### src/rtl/pivu_pkg.sv
package pivu_pkg;
  localparam int NUM_SRC = 5;

  // source index order equals service priority (0 is served first)
  localparam int SRC_EXT   = 0;
  localparam int SRC_PARWR = 1;
  localparam int SRC_PARRD = 2;
  localparam int SRC_SERWR = 3;
  localparam int SRC_SERRD = 4;

  typedef struct packed {
    logic grant;     // core accepts the offered request this cycle
    logic blockReq;  // service routine in progress, hold requests back
  } ctlStrobes_t;

  // bit position of a source's enable in the shared-vector register
  function automatic int legacyBitFor(input int idx, input int lsb);
    case (idx)
      SRC_EXT:   legacyBitFor = lsb;
      SRC_PARRD: legacyBitFor = lsb + 1;
      SRC_PARWR: legacyBitFor = lsb + 2;
      SRC_SERRD: legacyBitFor = lsb + 3;
      default:   legacyBitFor = lsb + 4;
    endcase
  endfunction
endpackage

### src/rtl/pivu_datapath.sv
module pivu_datapath
  import pivu_pkg::*;
#(
  parameter int DATA_W       = 16,
  parameter int VEC_W        = 4,
  parameter int LEG_LSB      = 5,
  parameter int SHARED_VEC   = 1,
  parameter int EXT_VEC_BASE = 2
) (
  input  logic              clk,
  input  logic              rstN,
  input  logic              regWe,
  input  logic              regAddr,
  input  logic [DATA_W-1:0] regWrData,
  output logic [DATA_W-1:0] regRdData,
  input  logic              serWrEvt,
  input  logic              serRdEvt,
  input  logic              parInStb,
  input  logic              parOutStb,
  input  logic              passiveMode,
  input  logic              extIntPin,
  input  ctlStrobes_t       strobes,
  output logic              irqAvail,
  output logic              irqReq,
  output logic [VEC_W-1:0]  vecAddr
);
  localparam int N = NUM_SRC;
  localparam int LAST_VEC = EXT_VEC_BASE + N - 1;

  logic [N-1:0] legMask, extEn, pending, srcEvt, enabled, eligible, winner;
  logic         parInPrev, parOutPrev, extPrev;
  logic         unusedWrBits;

  assign unusedWrBits = ^regWrData;

  // edge detection of the strobes and the pin
  always_ff @(posedge clk or negedge rstN) begin
    if (!rstN) begin
      parInPrev  <= 1'b0;
      parOutPrev <= 1'b0;
      extPrev    <= 1'b0;
    end else begin
      parInPrev  <= parInStb;
      parOutPrev <= parOutStb;
      extPrev    <= extIntPin;
    end
  end

  always_comb begin
    srcEvt            = '0;
    srcEvt[SRC_EXT]   = extIntPin & ~extPrev;
    srcEvt[SRC_PARWR] = passiveMode & parInStb & ~parInPrev;
    srcEvt[SRC_PARRD] = passiveMode & parOutStb & ~parOutPrev;
    srcEvt[SRC_SERWR] = serWrEvt;
    srcEvt[SRC_SERRD] = serRdEvt;
  end

  // control registers
  always_ff @(posedge clk or negedge rstN) begin
    if (!rstN) begin
      legMask <= '0;
      extEn   <= '0;
    end else if (regWe) begin
      if (!regAddr) begin
        for (int i = 0; i < N; i++) legMask[i] <= regWrData[legacyBitFor(i, LEG_LSB)];
      end else begin
        extEn <= regWrData[N-1:0];
      end
    end
  end

  always_comb begin
    regRdData = '0;
    if (!regAddr) begin
      for (int i = 0; i < N; i++) regRdData[legacyBitFor(i, LEG_LSB)] = legMask[i];
    end else begin
      regRdData[N-1:0] = extEn;
    end
  end

  genvar g;
  generate
    for (g = 0; g < N; g++) begin : gSrc
      assign enabled[g]  = legMask[g] | extEn[g];
      assign eligible[g] = pending[g] & enabled[g];
    end
  endgenerate

  // fixed priority: lowest index wins
  always_comb begin
    logic found;
    found  = 1'b0;
    winner = '0;
    for (int i = 0; i < N; i++) begin
      if (eligible[i] && !found) begin
        winner[i] = 1'b1;
        found     = 1'b1;
      end
    end
  end

  assign irqAvail = |eligible;
  assign irqReq   = irqAvail & ~strobes.blockReq;

  always_comb begin
    vecAddr = '0;
    if (irqReq) begin
      for (int i = 0; i < N; i++) begin
        if (winner[i]) vecAddr = extEn[i] ? VEC_W'(EXT_VEC_BASE + i) : VEC_W'(SHARED_VEC);
      end
    end
  end

  // a new event wins over the clear of an accepted request
  always_ff @(posedge clk or negedge rstN) begin
    if (!rstN) pending <= '0;
    else       pending <= (pending & ~(winner & {N{strobes.grant}})) | (srcEvt & enabled);
  end

  AST_REQ_HELD_DURING_ACK: assert property (@(posedge clk) disable iff (!rstN)
    strobes.blockReq |-> !irqReq);
  AST_VEC_IN_RANGE: assert property (@(posedge clk) disable iff (!rstN)
    irqReq |-> (vecAddr >= VEC_W'(SHARED_VEC) && vecAddr <= VEC_W'(LAST_VEC)));
  AST_SINGLE_WINNER: assert property (@(posedge clk) disable iff (!rstN)
    $onehot0(winner));
  AST_PARWR_NEEDS_PASSIVE: assert property (@(posedge clk) disable iff (!rstN)
    $rose(pending[SRC_PARWR]) |-> $past(passiveMode));
  AST_PARRD_NEEDS_PASSIVE: assert property (@(posedge clk) disable iff (!rstN)
    $rose(pending[SRC_PARRD]) |-> $past(passiveMode));
  AST_MASKED_NOT_LATCHED: assert property (@(posedge clk) disable iff (!rstN)
    (pending == '0 && enabled == '0) |=> pending == '0);
endmodule

### src/rtl/pivu_control.sv
module pivu_control
  import pivu_pkg::*;
(
  input  logic        clk,
  input  logic        rstN,
  input  logic        irqAvail,
  input  logic        coreAccept,
  input  logic        coreReturn,
  output ctlStrobes_t strobes,
  output logic        ackOut
);
  logic grantNow;

  assign grantNow         = coreAccept & irqAvail & ~ackOut;
  assign strobes.grant    = grantNow;
  assign strobes.blockReq = ackOut;

  always_ff @(posedge clk or negedge rstN) begin
    if (!rstN)           ackOut <= 1'b0;
    else if (grantNow)   ackOut <= 1'b1;
    else if (coreReturn) ackOut <= 1'b0;
  end

  AST_ACK_RISE_ON_ACCEPT: assert property (@(posedge clk) disable iff (!rstN)
    $rose(ackOut) |-> $past(coreAccept && irqAvail));
  AST_ACK_FALL_ON_RETURN: assert property (@(posedge clk) disable iff (!rstN)
    $fell(ackOut) |-> $past(coreReturn));
endmodule

### src/rtl/perIrqVectorUnit.sv
module perIrqVectorUnit
  import pivu_pkg::*;
#(
  parameter int DATA_W       = 16,
  parameter int VEC_W        = 4,
  parameter int LEG_LSB      = 5,
  parameter int SHARED_VEC   = 1,
  parameter int EXT_VEC_BASE = 2
) (
  input  logic              clk,
  input  logic              rstN,
  input  logic              regWe,
  input  logic              regAddr,
  input  logic [DATA_W-1:0] regWrData,
  output logic [DATA_W-1:0] regRdData,
  input  logic              serWrEvt,
  input  logic              serRdEvt,
  input  logic              parInStb,
  input  logic              parOutStb,
  input  logic              passiveMode,
  input  logic              extIntPin,
  input  logic              coreAccept,
  input  logic              coreReturn,
  output logic              irqReq,
  output logic [VEC_W-1:0]  vecAddr,
  output logic              ackOut
);
  ctlStrobes_t strobes;
  logic        irqAvail;

  pivu_datapath #(
    .DATA_W(DATA_W), .VEC_W(VEC_W), .LEG_LSB(LEG_LSB),
    .SHARED_VEC(SHARED_VEC), .EXT_VEC_BASE(EXT_VEC_BASE)
  ) u_dp (
    .clk(clk), .rstN(rstN), .regWe(regWe), .regAddr(regAddr),
    .regWrData(regWrData), .regRdData(regRdData),
    .serWrEvt(serWrEvt), .serRdEvt(serRdEvt), .parInStb(parInStb),
    .parOutStb(parOutStb), .passiveMode(passiveMode), .extIntPin(extIntPin),
    .strobes(strobes), .irqAvail(irqAvail), .irqReq(irqReq), .vecAddr(vecAddr)
  );

  pivu_control u_ctl (
    .clk(clk), .rstN(rstN), .irqAvail(irqAvail), .coreAccept(coreAccept),
    .coreReturn(coreReturn), .strobes(strobes), .ackOut(ackOut)
  );
endmodule

### config.mk
export PLATFORM = sky130hd
export DESIGN_NAME = perIrqVectorUnit
export DESIGN_NICKNAME = d
export VERILOG_FILES = /design/src/rtl/pivu_pkg.sv /design/src/rtl/pivu_datapath.sv /design/src/rtl/pivu_control.sv /design/src/rtl/perIrqVectorUnit.sv
export SDC_FILE = /design/constraint.sdc
export NUM_CORES = 1
export LEC_CHECK = 0
export BUFFER_PORTS_ARGS = -buffer_cell sky130_fd_sc_hd__buf_2
export CAP_MARGIN = 20
export CORE_UTILIZATION = 45
export DETAILED_ROUTE_END_ITERATION = 10
export PLACE_DENSITY = 0.79
export SLEW_MARGIN = 20
export SYNTH_ARGS = -nofsm -noshare
export SYNTH_HDL_FRONTEND = slang
export SYNTH_SLANG_ARGS = --single-unit
### constraint.sdc
create_clock -name clk -period 1.65 [get_ports clk]
set_input_delay 0.0825 -clock clk [delete_from_list [all_inputs] [get_ports clk]]
set_output_delay 0.0825 -clock clk [all_outputs]
set_load 0.02 [all_outputs]
==> run_results.csv <==
group,metric,value,unit
routing,via_per_inst,5.098,
logic_synthesis,async_flop_share,100.0,%
global_route,antenna_found_initial,0,
global_route,grt_pass1_wl,3898,µm
logic_synthesis,synth-seq-area-share,46.63,%
worst_setup_path,worstRegToRegCells,6,
power_and_ir_drop,clkPwrFrac,14.3,%
cells_and_area,layout.nets,186,
worst_setup_path,worst-setup-path-type,"flip-flop to primary output",
hold_path,min_path_cells,3,
worst_setup_path,worstPathMaxFanout,5,
logic_synthesis,yosysWarningCount,0,
power_and_ir_drop,totalPowerFinal,0.001635,W
place,place_hpwl,1637,µm
logic_synthesis,synthTopCellsByArea,"dfrtp_1, mux2_2, buf_4",
power_and_ir_drop,ir_drop,0.6276,mV
sta,hold_ws,0.006222,ns
floorplan,dieArea,2461,µm²
flow_run,max-cap-violations,0,
logic_synthesis,muxShareOfSynthArea,11.04,%
hold_path,worstHoldStart,"serWrEvt",
logic_synthesis,synthTopCellsByCount,"dfrtp_1, mux2_2, nand2_1",
worst_setup_path,crit_arrival,1.65,ns
power_and_ir_drop,seq_power_share,39.8,%
routing,drtIter0Drc,12,
sta,setup-violations-final,4,
worst_setup_path,ff2ff_setup_slack,0.19,ns
clocking,root_buffer,"clkbuf_4",
power_and_ir_drop,switchingPower,0.0006211,W
place,gp_congestion,0.8774,
clocking,cts_htree_levels,1,
worst_setup_path,worst_path_largest_cell_delay,0.40,ns
worst_setup_path,start_kind,"flip-flop",
clocking,clock_tree.buffer_depth,2,
worst_setup_path,critPathRequiredTime,1.57,ns
floorplan,die-height,49.61,µm
floorplan,die_w,49.61,µm
outcome,status,"finished, violations left",
logic_synthesis,synth.top_cell.area_share,46.63,%
sta,drv_slew,0,
sta,fin_setup_tns,-0.1897,ns
sta,rsz0062_at_grt,"true",
cells_and_area,multi_input_area,524.3,µm²
worst_setup_path,path_cells,"o21ai_2 > buf_4 > nand2_1 > nor2_2 > nor4_1 > buf_2",
routing,ant_nets,0,
logic_synthesis,yosysUniqueCellTypes,30,
sta,max_freq,0.5777,GHz
clocking,cts_tree,"done",
floorplan,core.rowCount,16,
outcome,violations,"negative setup slack",
logic_synthesis,syn_area_per_cell,10.30,µm²
worst_setup_path,end_kind,"primary output",
floorplan,start_util,49.94,%
logic_synthesis,synth-edff-count,0,
worst_setup_path,reg2reg_from,"u_dp.legMask[2]$_DFFE_PN0P_",
routing,route.detailed.wl_per_inst,13.34,µm
logic_synthesis,yosys.area.top_type,"dfrtp_1",
sta,fin_crit,1.731,ns
cells_and_area,syn_to_final_growth,38.53,%
cells_and_area,seq_area,476.7,µm²
logic_synthesis,ys_ff_latch,19,
global_route,grtUsageTotal,20.90,%
global_route,grt_overflow_total,0,
power_and_ir_drop,switching_share,38.00,%
hold_path,hold_class,"input pin to flip-flop",
cells_and_area,final_layout_size_suffix_gt1_share,45.86,%
clocking,cts.sinks,19,
power_and_ir_drop,p_int,0.001013,W
routing,drtPass1Iterations,4,
global_route,grt_start_max_net_pins,20,
sta,skew,0.005025,ns
cells_and_area,n_fill_cell,176,
power_and_ir_drop,powerDensity,1157,nW/µm²
logic_synthesis,synth-compound-area-share,14.72,%
global_route,grt_pass1_vias,845,
logic_synthesis,yosys.area_share.adder,0,%
logic_synthesis,synthXorXnorAreaFrac,0,%
logic_synthesis,synth_cells,99,
logic_synthesis,synth_ff_type,"dfrtp_1",
cells_and_area,utilization,69.18,%
logic_synthesis,synthSimpleGateAreaFrac,21.35,%
worst_setup_path,startpoint,"u_dp.pending[3]$_DFF_PN0_",
worst_setup_path,reg2reg_to,"u_dp.pending[4]$_DFF_PN0_",
clocking,cts_buffers,3,
hold_path,holdPathEnd,"u_dp.pending[3]$_DFF_PN0_",
floorplan,core_area,2042,µm²
routing,drc,0,
worst_setup_path,worst-path-buf-inv,2,
clocking,clkTransAtPathRegs,0.10,ns
routing,drt_wl_total,2455,µm
power_and_ir_drop,p_comb_share,45.9,%
logic_synthesis,synth_top_family_by_area,"simple AND/OR/NAND/NOR gates",
sta,fin_ws,-0.08092,ns
sta,finalHoldViolCount,0,
sta,fin_crit_sh,104.9,%
worst_setup_path,slowest_stage,"dfrtp_1",
place,port_buffers,36,
logic_synthesis,yosysMostFrequentCell,"dfrtp_1",
power_and_ir_drop,power_leakage,0.6737,nW
logic_synthesis,syn-cell-area,1020,µm²
clocking,clock_latency,0.30,ns
routing,vias,938,
worst_setup_path,critPathTopFamily,"simple AND/OR/NAND/NOR gates",
floorplan,ioPinCount,50,
cells_and_area,diodes,0,
==> placed cells by master, fill, tap and decap left out, drive strengths merged <==
cell type    instances
o211ai               2
a21o                 2
or2                  1
mux2                10
nor4                 1
o2bb2ai              1
clkbuf               4
nor2                 7
nand2                9
nand3                3
conb                 7
o21ai               11
a311oi               1
a211oi               1
buf                 50
o22ai                1
dlygate4sd3          6
and3                 1
nand2b               2
dfrtp               19
and2                 5
o31ai                2
nor4bb               1
inv                  1
nor2b                6
nor3                 1
nor3b                2
==> cell type report <==
| cell class | count | share of cell area (%) |
|---|---|---|
| repair buffers | 56 | 24.62 |
| well taps | 27 | 2.392 |
| clock buffers | 4 | 1.860 |
| multi-input cells | 77 | 37.11 |
| inverters | 1 | 0.2657 |
| flip-flops and latches | 19 | 33.75 |
==> sequential cells by signal (all words and copies together), names as in the netlist <==
name / count
u_ctl.ackOut: 1
u_dp.extEn: 5
u_dp.extPrev: 1
u_dp.legMask: 5
u_dp.parInPrev: 1
u_dp.parOutPrev: 1
u_dp.pending: 5
==> what timing repair did <==
item | in CTS | in global routing
pin swaps | 9 | 2
hold buffers | 5 | 1
hold endpoints to repair | 23 | 1
setup endpoints to repair | 4 | 4
resized for setup | 3 | 2
setup buffers | 6 | 1
==> metrics by stage <==
stage	instance area [µm²]	std cells	setup WS (ns)
after detailed placement	1259	167	0.1598
after global placement	1259	167	0.1686
final	1413	184	-0.08092
after CTS	1391	182	-0.05211
after global routing	1413	184	-0.1769
after floorplan	1049	105	0.09202
==> per-layer routing <==
layer,track usage (%),vias up,wire length (µm)
met1,27.47,446,1093
met5,0,-,0
li1,-,452,-
met2,35.14,37,1225
met3,2.778,3,112
met4,7.143,0,23
==> tightest hold or removal path: stages <==
cell     delay, ns
buf_2         0.07
o21ai_0       0.06
nand2_1       0.05
==> how the worst max path moves through the flow <==
stage                 end  slack, ns  cells after the start
3_3_place_gp   vecAddr[1]       0.17                      5
4_1_cts        vecAddr[1]      -0.05                      5
5_1_grt        vecAddr[2]      -0.18                      6
6_report       vecAddr[2]      -0.08                      6
3_5_place_dp   vecAddr[1]       0.16                      5
2_1_floorplan  vecAddr[2]       0.09                      4
==> power by group through the flow <==
stage,clock (W),sequential [W],combinational (W)
global placement,0,0.000648,0.000620
detailed placement,0,0.000656,0.000632
finish,0.000233,0.000651,0.000751
floorplan,0,0.000652,0.000428
CTS,0.000237,0.000646,0.000721
global route,0.000261,0.000660,0.000812
==> cell families after synthesis <==
logic type / count (synthesis)
AO/OA/AOI/OAI: 21
buffers and inverters: 9
flip-flops: 19
multiplexers: 10
other: 1
AND/OR/NAND/NOR: 39
Note: power is estimated with default switching activity, not from simulation.
